==> config.mk <==
export PLATFORM = sky130hd
export DESIGN_NAME = e1_rx_sys_master
export DESIGN_NICKNAME = d
export VERILOG_FILES = /design/src/rtl/e1rx_pkg.sv /design/src/rtl/e1rx_timebase.sv /design/src/rtl/e1rx_gap.sv /design/src/rtl/e1rx_marker.sv /design/src/rtl/e1_rx_sys_master.sv
export SDC_FILE = /design/constraint.sdc
export NUM_CORES = 1
export LEC_CHECK = 0
export BUFFER_PORTS_ARGS = -buffer_cell sky130_fd_sc_hd__buf_2
export CORE_ASPECT_RATIO = 1.25
export CORE_MARGIN = 5
export CORE_UTILIZATION = 49
export CTS_CLUSTER_SIZE = 10
export DETAILED_ROUTE_END_ITERATION = 10
export PLACE_DENSITY = 0.86
export SETUP_SLACK_MARGIN = 0.1
export SLEW_MARGIN = 25
export SYNTH_ARGS = -nofsm -noshare
export SYNTH_HDL_FRONTEND = slang
export SYNTH_SLANG_ARGS = --single-unit
==> constraint.sdc <==
create_clock -name clk -period 6.5 [get_ports clk]
set_input_delay 0.975 -clock clk [delete_from_list [all_inputs] [get_ports clk]]
set_output_delay 0.975 -clock clk [all_outputs]
set_load 0.005 [all_outputs]
==> src/rtl/e1rx_pkg.sv <==
package e1rx_pkg;
  // Frame marker selection, encoded as {signaling, crc}
  typedef enum logic [1:0] {
    MF_FRAME = 2'b00,
    MF_CRC   = 2'b01,
    MF_SIG   = 2'b10,
    MF_BOTH  = 2'b11
  } mf_sel_e;
endpackage

==> src/rtl/e1rx_timebase.sv <==
module e1rx_timebase #(
  parameter int POS_W   = 8,
  parameter int POS_MAX = 255
) (
  input  logic             clk,
  input  logic             rst_n,
  output logic [POS_W-1:0] pos_q,
  output logic             ph_n,
  output logic [POS_W-1:0] pos_n
);
  logic ph_q;

  // next state: phase alternates, bit position advances after phase 1
  always_comb begin
    ph_n  = ~ph_q;
    pos_n = pos_q;
    if (ph_q) begin
      if (pos_q == POS_W'(POS_MAX)) pos_n = '0;
      else                          pos_n = pos_q + 1'b1;
    end
  end

  // reset parks just before bit 0 of a frame
  always_ff @(posedge clk or negedge rst_n) begin
    if (!rst_n) begin
      ph_q  <= 1'b1;
      pos_q <= POS_W'(POS_MAX);
    end else begin
      ph_q  <= ph_n;
      pos_q <= pos_n;
    end
  end
endmodule

==> src/rtl/e1rx_gap.sv <==
module e1rx_gap #(
  parameter int TS_CNT = 32,
  parameter int TS_W   = 5,
  parameter int BIT_W  = 3
) (
  input  logic [TS_W+BIT_W-1:0] pos,
  input  logic                  gap_ts,
  input  logic                  gap_b8,
  input  logic [TS_CNT-1:0]     mask,
  output logic                  gapped
);
  logic [TS_W-1:0]  ts;
  logic [BIT_W-1:0] bit_ix;

  assign ts     = pos[TS_W+BIT_W-1:BIT_W];
  assign bit_ix = pos[BIT_W-1:0];
  assign gapped = (gap_ts & mask[ts]) | (gap_b8 & (bit_ix == '1));
endmodule

==> src/rtl/e1rx_marker.sv <==
module e1rx_marker
  import e1rx_pkg::*;
#(
  parameter int TS_W     = 5,
  parameter int BIT_W    = 3,
  parameter int MF_W     = 4,
  parameter int OVH_TS_A = 1,
  parameter int OVH_TS_B = 16
) (
  input  logic [TS_W+BIT_W-1:0] pos,
  input  logic                  ovh,
  input  logic                  smf,
  input  logic                  cmf,
  input  logic [MF_W-1:0]       crc_frm,
  input  logic [MF_W-1:0]       sig_frm,
  output logic                  mark
);
  mf_sel_e         sel;
  logic [TS_W-1:0] ts;
  logic            sel_hit;

  assign sel = mf_sel_e'({smf, cmf});
  assign ts  = pos[TS_W+BIT_W-1:BIT_W];

  always_comb begin
    unique case (sel)
      MF_FRAME: sel_hit = 1'b1;
      MF_CRC:   sel_hit = (crc_frm == '0);
      MF_SIG:   sel_hit = (sig_frm == '0);
      default:  sel_hit = (crc_frm == '0) | (sig_frm == '0);
    endcase
    if (ovh) mark = (ts == TS_W'(OVH_TS_A)) | (ts == TS_W'(OVH_TS_B));
    else     mark = (pos == '0) & sel_hit;
  end
endmodule

==> src/rtl/e1_rx_sys_master.sv <==
module e1_rx_sys_master #(
  parameter int TS_CNT   = 32,
  parameter int TS_BITS  = 8,
  parameter int SIG_BITS = 4,
  parameter int MF_W     = 4,
  parameter int OVH_TS_A = 1,
  parameter int OVH_TS_B = 16
) (
  input  logic                       clk,
  input  logic                       rst_n,
  input  logic                       cfg_gap_ts,
  input  logic                       cfg_gap_b8,
  input  logic [TS_CNT-1:0]          ts_gap_mask,
  input  logic                       cfg_data_fall,
  input  logic                       cfg_fp_fall,
  input  logic                       cfg_fp_ovh,
  input  logic                       cfg_fp_smf,
  input  logic                       cfg_fp_cmf,
  input  logic                       cfg_fp_inv,
  input  logic [MF_W-1:0]            crc_frm_i,
  input  logic [MF_W-1:0]            sig_frm_i,
  output logic [$clog2(TS_CNT)-1:0]  fetch_ts_o,
  input  logic [TS_BITS-1:0]         pay_i,
  input  logic [SIG_BITS-1:0]        sig_nib_i,
  output logic                       rck_o,
  output logic                       rfp_o,
  output logic                       rdat_o,
  output logic                       rsig_o
);
  localparam int TS_W    = $clog2(TS_CNT);
  localparam int BIT_W   = $clog2(TS_BITS);
  localparam int SIG_W   = $clog2(SIG_BITS);
  localparam int POS_W   = TS_W + BIT_W;
  localparam int POS_MAX = TS_CNT * TS_BITS - 1;

  // reset synchronizer: asserts at once, releases on the clock
  logic [1:0] rst_sync_q;
  logic       rst_int;

  always_ff @(posedge clk or negedge rst_n) begin
    if (!rst_n) rst_sync_q <= '0;
    else        rst_sync_q <= {rst_sync_q[0], 1'b1};
  end
  assign rst_int = rst_sync_q[1];

  logic [POS_W-1:0] pos_q, pos_n, pos_nx1;
  logic             ph_n;
  logic             gap_n;

  e1rx_timebase #(.POS_W(POS_W), .POS_MAX(POS_MAX)) u_tb (
    .clk   (clk),
    .rst_n (rst_int),
    .pos_q (pos_q),
    .ph_n  (ph_n),
    .pos_n (pos_n)
  );

  e1rx_gap #(.TS_CNT(TS_CNT), .TS_W(TS_W), .BIT_W(BIT_W)) u_gap (
    .pos    (pos_n),
    .gap_ts (cfg_gap_ts),
    .gap_b8 (cfg_gap_b8),
    .mask   (ts_gap_mask),
    .gapped (gap_n)
  );

  // marker for the upcoming bit (rising edge) and the one after it (falling edge)
  assign pos_nx1 = (pos_n == POS_W'(POS_MAX)) ? '0 : pos_n + 1'b1;

  logic [1:0] mark_v;
  generate
    for (genvar k = 0; k < 2; k++) begin : g_mark
      e1rx_marker #(
        .TS_W(TS_W), .BIT_W(BIT_W), .MF_W(MF_W),
        .OVH_TS_A(OVH_TS_A), .OVH_TS_B(OVH_TS_B)
      ) u_mark (
        .pos     ((k == 0) ? pos_n : pos_nx1),
        .ovh     (cfg_fp_ovh),
        .smf     (cfg_fp_smf),
        .cmf     (cfg_fp_cmf),
        .crc_frm (crc_frm_i),
        .sig_frm (sig_frm_i),
        .mark    (mark_v[k])
      );
    end
  endgenerate

  assign fetch_ts_o = pos_n[POS_W-1:BIT_W];

  logic [BIT_W-1:0] bit_rev;
  assign bit_rev = BIT_W'(TS_BITS - 1) - pos_n[BIT_W-1:0];

  logic ck_q, ck_d, dat_q, dat_d, sig_q, sig_d, fp_q, fp_d;
  logic ld_data, ld_fp;

  // phase 0 of the next state is a rising edge, phase 1 a falling edge
  assign ld_data = (ph_n == cfg_data_fall);
  assign ld_fp   = (ph_n == cfg_fp_fall);

  always_comb begin
    ck_d  = ~ph_n & ~gap_n;
    dat_d = dat_q;
    sig_d = sig_q;
    fp_d  = fp_q;
    if (ld_data) begin
      dat_d = pay_i[bit_rev];
      sig_d = (bit_rev < BIT_W'(SIG_BITS)) ? sig_nib_i[bit_rev[SIG_W-1:0]] : 1'b0;
    end
    if (ld_fp) fp_d = mark_v[cfg_fp_fall];
  end

  always_ff @(posedge clk or negedge rst_int) begin
    if (!rst_int) begin
      ck_q  <= 1'b0;
      dat_q <= 1'b0;
      sig_q <= 1'b0;
      fp_q  <= 1'b0;
    end else begin
      ck_q  <= ck_d;
      dat_q <= dat_d;
      sig_q <= sig_d;
      fp_q  <= fp_d;
    end
  end

  assign rck_o  = ck_q;
  assign rdat_o = dat_q;
  assign rsig_o = sig_q;
  assign rfp_o  = fp_q ^ cfg_fp_inv;
endmodule

==> results of run 1 <==
[worst max path at each step]
stage,start,end,cells after the start
5_1_grt,u_tb.pos_q[0],fetch_ts_o[3],6
2_1_floorplan,u_tb.pos_q[0],fetch_ts_o[1],6
4_1_cts,u_tb.pos_q[0],fetch_ts_o[3],6
3_3_place_gp,u_tb.pos_q[0],fetch_ts_o[3],6
3_5_place_dp,u_tb.pos_q[0],fetch_ts_o[3],6
6_report,u_tb.pos_q[0],fetch_ts_o[3],6
[power groups by stage]
stage	clock [uW]	combinational [uW]	sequential, uW
6_report	54.9	30.2	97.6
5_1_grt	61.4	33.7	98.0
4_1_cts	55.6	30.7	97.7
3_5_place_dp	0	30.6	99.3
3_3_place_gp	0	29.8	99.2
2_1_floorplan	0	8.87	98.9
[synthesized netlist by cell type (2+ instances only)]
library cell  instances
and4_1                2
nor2_1                5
nand3_1               7
mux4_2                2
a221oi_1              6
dfrtp_1               6
a2111oi_0             4
xnor2_1               6
inv_1                 7
o21ai_0               6
and3_1                3
o2111a_1              2
clkbuf_1              2
a211oi_1              3
a22oi_1               2
buf_4                 6
ha_1                  2
nand4_1               2
mux2i_1              11
dfstp_2               9
nand4b_1              2
buf_2                 2
xor2_1                3
a21oi_1               2
nor4_1                3
nand2_1               9
o31ai_1               2
[placed cells by master (no fill, tap or decap), types with 2 or more instances in the layout]
| cell type | count |
|---|---|
| nand4_1 | 2 |
| o2111a_1 | 2 |
| ha_1 | 2 |
| xnor2_1 | 6 |
| inv_1 | 7 |
| dfstp_2 | 9 |
| and3_1 | 3 |
| xor2_1 | 3 |
| a22oi_1 | 2 |
| clkbuf_4 | 3 |
| dfrtp_1 | 6 |
| nand3_1 | 7 |
| a21oi_1 | 2 |
| mux4_2 | 2 |
| nor2_1 | 5 |
| a221oi_1 | 6 |
| nor4_1 | 3 |
| o31ai_1 | 2 |
| a211oi_1 | 3 |
| nand2_1 | 9 |
| mux2i_1 | 11 |
| a2111oi_0 | 4 |
| buf_2 | 70 |
| nand4b_1 | 2 |
| o21ai_0 | 6 |
| and4_1 | 2 |
[sequential cells by signal, indices dropped and copies added (netlist names)]
| signal | cells |
|---|---|
| rck_o | 1 |
| u_tb.ph_q | 1 |
| rst_sync_q | 2 |
| rdat_o | 1 |
| fp_q | 1 |
| rsig_o | 1 |
| u_tb.pos_q | 8 |
[cell families after synthesis]
group           after synthesis  share of synthesized area [%]
other cells                   1                          0.275
xor+xnor                     10                           6.97
simple gates                 42                           18.1
fa+ha+maj                     2                           1.83
buf+inv                      18                           7.34
flops                        15                           28.3
compound gates               42                           25.0
mux                          14                           12.2
[routing by layer]
layer	vias to the layer above	track usage (%)
met1	680	22.6
met4	0	1.74
met2	51	32.6
li1	694	-
met3	0	2.42
met5	-	0
[stage by stage]
stage | total power [uW] | hold slack [ns] | instance area [um2]
2_1_floorplan | 108 | 0.153 | 1360
4_1_cts | 184 | 0.230 | 1720
3_5_place_dp | 130 | 0.227 | 1690
6_report | 183 | 0.215 | 1720
5_1_grt | 193 | 0.260 | 1720
3_3_place_gp | 129 | 0.223 | 1690
[layout make-up]
type	count	area share, %
clock buffer	3	1.31
sequential	15	22.5
inverter	7	1.53
timing repair buffer	71	20.8
tap	34	2.47
clock inverter	1	0.436
multi-input combinational	111	51.0
==> flow_metrics.py, run 1 <==
metrics = {
    "setup_path": {
        "slowest_delay_ns": 0.61,
        "critPathKind": "flip-flop to output port",
        "worstReg2RegEnd": "fp_q",
        "worstPathRequired_ns": 5.52,
        "crit_path_top_delay_cell": "dfstp_2",
        "r2r_cells": 9,
        "end_kind": "output port",
        "crit_arrival_ns": 2.23,
        "cp_cell_sequence": "ha_1 > nand4_1 > nor2_1 > xnor2_1 > inv_1 > buf_2",
        "r2r_slack_ns": 3.63,
        "path_max_fanout": 7,
        "r2r_start": "u_tb.pos_q[0]",
        "startpoint_type": "flip-flop",
        "critical_path_buf_inv_count": 2,
        "crit_family": "flip-flops",
    },
    "logic_synthesis": {
        "synth-seq-area-share_pct": 28.3,
        "avgSynthCellArea_um2": 9.47,
        "yosys.area.top_type_share_pct": 17.3,
        "synth_area_um2": 1360,
        "ys_types": 55,
        "yosysTopAreaCell": "dfstp_2",
        "syn-instance-count": 144,
        "synthArstFlopShare_pct": 100,
        "synth_edf_count": 0,
        "yosys_warnings": 0,
        "netlist_top_cells_area": "dfstp_2, dfrtp_1, mux2i_1",
        "syn-num-nets": 208,
        "synthFlopType": "dfstp_2",
        "ys_ff_latch": 15,
    },
    "clock_network": {
        "htreeDepth": 1,
        "cts_root_buffer": "clkbuf_4",
        "cts.sinks": 15,
        "cts_resized": 0,
        "clk_latency_ns": 0.28,
        "clk_pin_slew_ns": 0.10,
        "postCtsSetupRepairBufs": 0,
        "cts_tree": "yes",
        "ctsLongestPathBuffers": 2,
        "numCtsBuffers": 3,
        "cts_hold_buf": 0,
    },
    "sta": {
        "finalHoldViolations": 0,
        "fmax_mhz": 312,
        "rsz0062_at_grt": "false",
        "timing.setup.tns_ns": 0,
        "drv_slew": 0,
        "clock_skew_ns": 0.0109,
        "setup_violations": 0,
        "setup_slack_ns": 3.30,
        "slew_headroom_pct": 60.9,
        "worst_pin_slew_ns": 0.583,
        "fin_crit_sh_pct": 49.3,
        "period_needed_ns": 3.20,
    },
    "layout": {
        "instances_no_fill": 242,
        "ff_latch_area_um2": 387,
        "fill_cells": 257,
        "num-nets-final": 273,
        "final_core_utilization_pct": 64.2,
        "multi_input_area_um2": 877,
        "n_antenna_cell": 0,
        "area_delta_synth_final_pct": 26.1,
        "drive_gt1_share_pct": 46.6,
    },
    "die": {
        "die_h_um": 69.0,
        "boundaryPins": 71,
        "dieArea_um2": 3940,
        "start_util_pct": 50.9,
        "fp.dieW_um": 57.2,
        "num_rows": 21,
        "core_area_um2": 2680,
    },
    "placement": {
        "dp_hpwl_mm": 2.97,
        "gp_congestion": 0.845,
        "place_ws_ns": 3.63,
        "post-place-cells": 238,
        "io_buffers": 70,
    },
    "route": {
        "wirelength_met1_mm": 1.32,
        "wl_met3_um": 198,
        "route.detailed.wl_per_inst_um": 14.6,
        "vias": 1425,
        "route.met2.wl_mm": 2.02,
        "antenna_violating_nets_post_route": 0,
        "vias_per_cell": 5.89,
        "firstDrtPassIters": 5,
        "drtIter0Drc": 39,
        "highest_layer": "met3",
        "drc": 0,
        "wl_mm": 3.54,
    },
    "global_routing": {
        "grtUsageTotal_pct": 17.6,
        "antenna_found_initial": 0,
        "grt_pass1_vias": 1239,
        "grt_overflow_total": 0,
        "grt_max_degree": 20,
        "grt_pass1_wl_mm": 5.54,
    },
    "power": {
        "p_int_uw": 139,
        "p_clk_share_pct": 30.0,
        "irDropWorstVdd_v": 0.0000936,
        "seq_power_share_pct": 53.4,
        "power_density_nw_per_um2": 106,
        "combPwrFrac_pct": 16.5,
        "sw_frac_of_total_pct": 24.1,
        "leakage_uw": 0.000857,
        "p_switching_uw": 44.1,
    },
    "hold_path": {
        "worstHoldPathType": "flip-flop to asynchronous set/reset pin",
    },
    "run_status": {
        "outcome": "complete, no violations",
    },
    "run": {
        "drv_cap": 0,
    },
}
(Power assumes the default switching activity.)
==> run 2, diff against run 1 <==
- ABC_AREA: default -> 1
- CORE_UTILIZATION: 49 -> 48
- PLACE_DENSITY: 0.86 -> 0.81
- clock period: 6.5 -> 3.2 ns (I/O delays scaled with it)
==> flow_metrics.py, run 2 <==
metrics = {
    "logic_synthesis": {
        "yosysTopAreaCell": "nand2_1",
        "synth_area_um2": 1650,
        "avgSynthCellArea_um2": 6.36,
        "synth_most_common_cell": "nand2_1",
        "yosys.area.top_type_share_pct": 16.9,
        "netlist_top_cells_area": "nand2_1, dfstp_2, nand3_1",
        "yosys-top-cells-count": "nand2_1, nand3_1, inv_1, nor2_1",
        "synth-seq-area-share_pct": 23.5,
        "syn-num-nets": 323,
        "ys_ff_latch": 15,
        "syn-instance-count": 259,
        "yosys_warnings": 0,
        "synth_edf_count": 0,
        "ys_types": 35,
        "synthFlopType": "dfstp_2",
        "synthArstFlopShare_pct": 100,
    },
    "sta": {
        "clock_skew_ns": 0.000730,
        "fin_crit_sh_pct": 81.2,
        "whs_ns": -0.00209,
        "drv_slew": 0,
        "rsz0062_at_grt": "false",
        "setup_violations": 0,
        "timing.setup.tns_ns": 0,
        "fmax_mhz": 385,
        "slew_headroom_pct": 63.3,
        "period_needed_ns": 2.60,
        "finalHoldViolations": 2,
        "worst_pin_slew_ns": 0.551,
    },
    "power": {
        "power_uw": 434,
        "leakage_uw": 0.00109,
        "irDropWorstVdd_v": 0.000214,
        "power_density_nw_per_um2": 219,
    },
    "clock_network": {
        "clk_latency_ns": 0.25,
        "cts_root_buffer": "clkbuf_8",
        "postCtsSetupRepairBufs": 0,
        "cts.sinks": 15,
        "ctsLongestPathBuffers": 2,
        "cts_hold_buf": 0,
        "htreeDepth": 1,
        "numCtsBuffers": 3,
        "cts_resized": 0,
        "cts_tree": "yes",
        "clk_pin_slew_ns": 0.06,
    },
    "die": {
        "boundaryPins": 71,
        "dieArea_um2": 4710,
        "die_h_um": 75.5,
        "core_area_um2": 3250,
        "start_util_pct": 50.6,
        "num_rows": 23,
        "fp.dieW_um": 62.4,
    },
    "setup_path": {
        "end_kind": "output port",
        "path_max_fanout": 23,
        "slowest_delay_ns": 0.56,
        "critical_path_buf_inv_count": 3,
        "crit_path_top_delay_cell": "dfstp_2",
        "r2r_slack_ns": 0.72,
        "worstPathRequired_ns": 2.72,
        "startpoint_type": "flip-flop",
        "worstReg2RegEnd": "fp_q",
        "r2r_cells": 14,
        "r2r_start": "u_tb.pos_q[0]",
        "crit_arrival_ns": 2.12,
        "crit_family": "simple AND/OR/NAND/NOR gates",
        "critPathKind": "flip-flop to output port",
        "cp_cell_sequence": "ha_1 > inv_2 > nor2_2 > nand4_4 > nand2_4 > inv_1 > buf_2",
    },
    "route": {
        "drc": 0,
        "firstDrtPassIters": 6,
        "vias": 1865,
        "route.detailed.wl_per_inst_um": 12.6,
        "wl_mm": 4.52,
        "vias_per_cell": 5.19,
        "antenna_violating_nets_post_route": 0,
        "drtIter0Drc": 132,
    },
    "global_routing": {
        "grt_pass1_vias": 1760,
        "grt_overflow_total": 0,
        "grt_pass1_wl_mm": 7.65,
        "grt_max_degree": 24,
        "grtUsageTotal_pct": 19.6,
        "antenna_found_initial": 0,
    },
    "layout": {
        "instances_no_fill": 359,
        "area_delta_synth_final_pct": 20.7,
        "layout_commonest_cell": "nand2_1",
        "reg.largest.list": "u_tb.pos_q (8), rst_sync_q (2)",
        "drive_gt1_share_pct": 34.2,
        "num-nets-final": 387,
        "regMostFlops": "u_tb.pos_q",
        "n_antenna_cell": 0,
        "final_cell_mix": "nand2_1, buf_2, nand3_1, inv_1, nor2_1",
        "largest_register_ffs": 8,
    },
    "placement": {
        "io_buffers": 70,
        "post-place-cells": 355,
        "gp_congestion": 0.851,
        "dp_hpwl_mm": 3.66,
    },
    "run": {
        "drv_cap": 0,
    },
    "run_status": {
        "failed_checks": "negative hold slack",
        "outcome": "finished, violations left",
    },
    "hold_path": {
        "worstHoldPathType": "input pin to asynchronous set/reset pin",
    },
}
==> run 2: changes by cell type in the layout (fill, tap and decap cells not counted), sizes merged, moves of 5 or more <==
cell and change:
nand3 +35, nand2 +78, o21ai +8, a221oi -7, nor2 +19, mux2i -11, inv +28, xnor2 -5
==> run 2: area by class of cell <==
class / instances / area (um2)
Clock buffer: 3 / 41.3
Fill cell: 328 / 1260
Timing Repair Buffer: 70 / 350
Multi-Input combinational cell: 198 / 1030
Clock inverter: 1 / 5.00
Tap cell: 37 / 46.3
Sequential cell: 15 / 387
Inverter: 35 / 131
==> run 2: logic make-up after synthesis <==
group	share of synthesized area, %
xor+xnor	1.60
other cells	0.228
buf+inv	14.2
compound gates	9.96
fa+ha+maj	1.52
flops	23.5
simple gates	49.0
==> run 2: worst max path at each step <==
| stage | slack (ns) | cells after the start | to | startpoint |
|---|---|---|---|---|
| floorplan | 1.00 | 14 | fp_q | u_tb.pos_q[0] |
| global placement | 0.79 | 14 | fp_q | u_tb.pos_q[0] |
| CTS | 0.60 | 7 | fetch_ts_o[0] | u_tb.pos_q[0] |
| detailed placement | 0.73 | 14 | fp_q | u_tb.pos_q[0] |
| global route | 0.46 | 7 | fetch_ts_o[0] | u_tb.pos_q[0] |
| finish | 0.60 | 7 | fetch_ts_o[0] | u_tb.pos_q[0] |
==> run 2: power by group <==
group          switching, uW  internal [uW]  total [uW]
Sequential              5.41            195         200
Clock                   72.0           86.5         158
Combinational           31.4           44.3        75.7
Total                    109            326         434
==> run 2: metal layers <==
layer / global-route usage [%] / share of wire, %
met1: 22.7 / 42
met2: 34.4 / 47
met3: 4.72 / 8.5
met4: 9.67 / 2.6
met5: 0 / 0
==> run 2: stage by stage <==
step                      hold slack [ns]  utilization (%)  area, um2  setup WS [ns]
after floorplan                     0.153                -       1650           1.00
after global placement              0.226             59.7       1940          0.794
after detailed placement            0.244             59.7       1940          0.733
after CTS                        0.000541             61.1       1990          0.605
after global routing             0.000619             61.1       1990          0.460
final                            -0.00209             61.1       1990          0.602
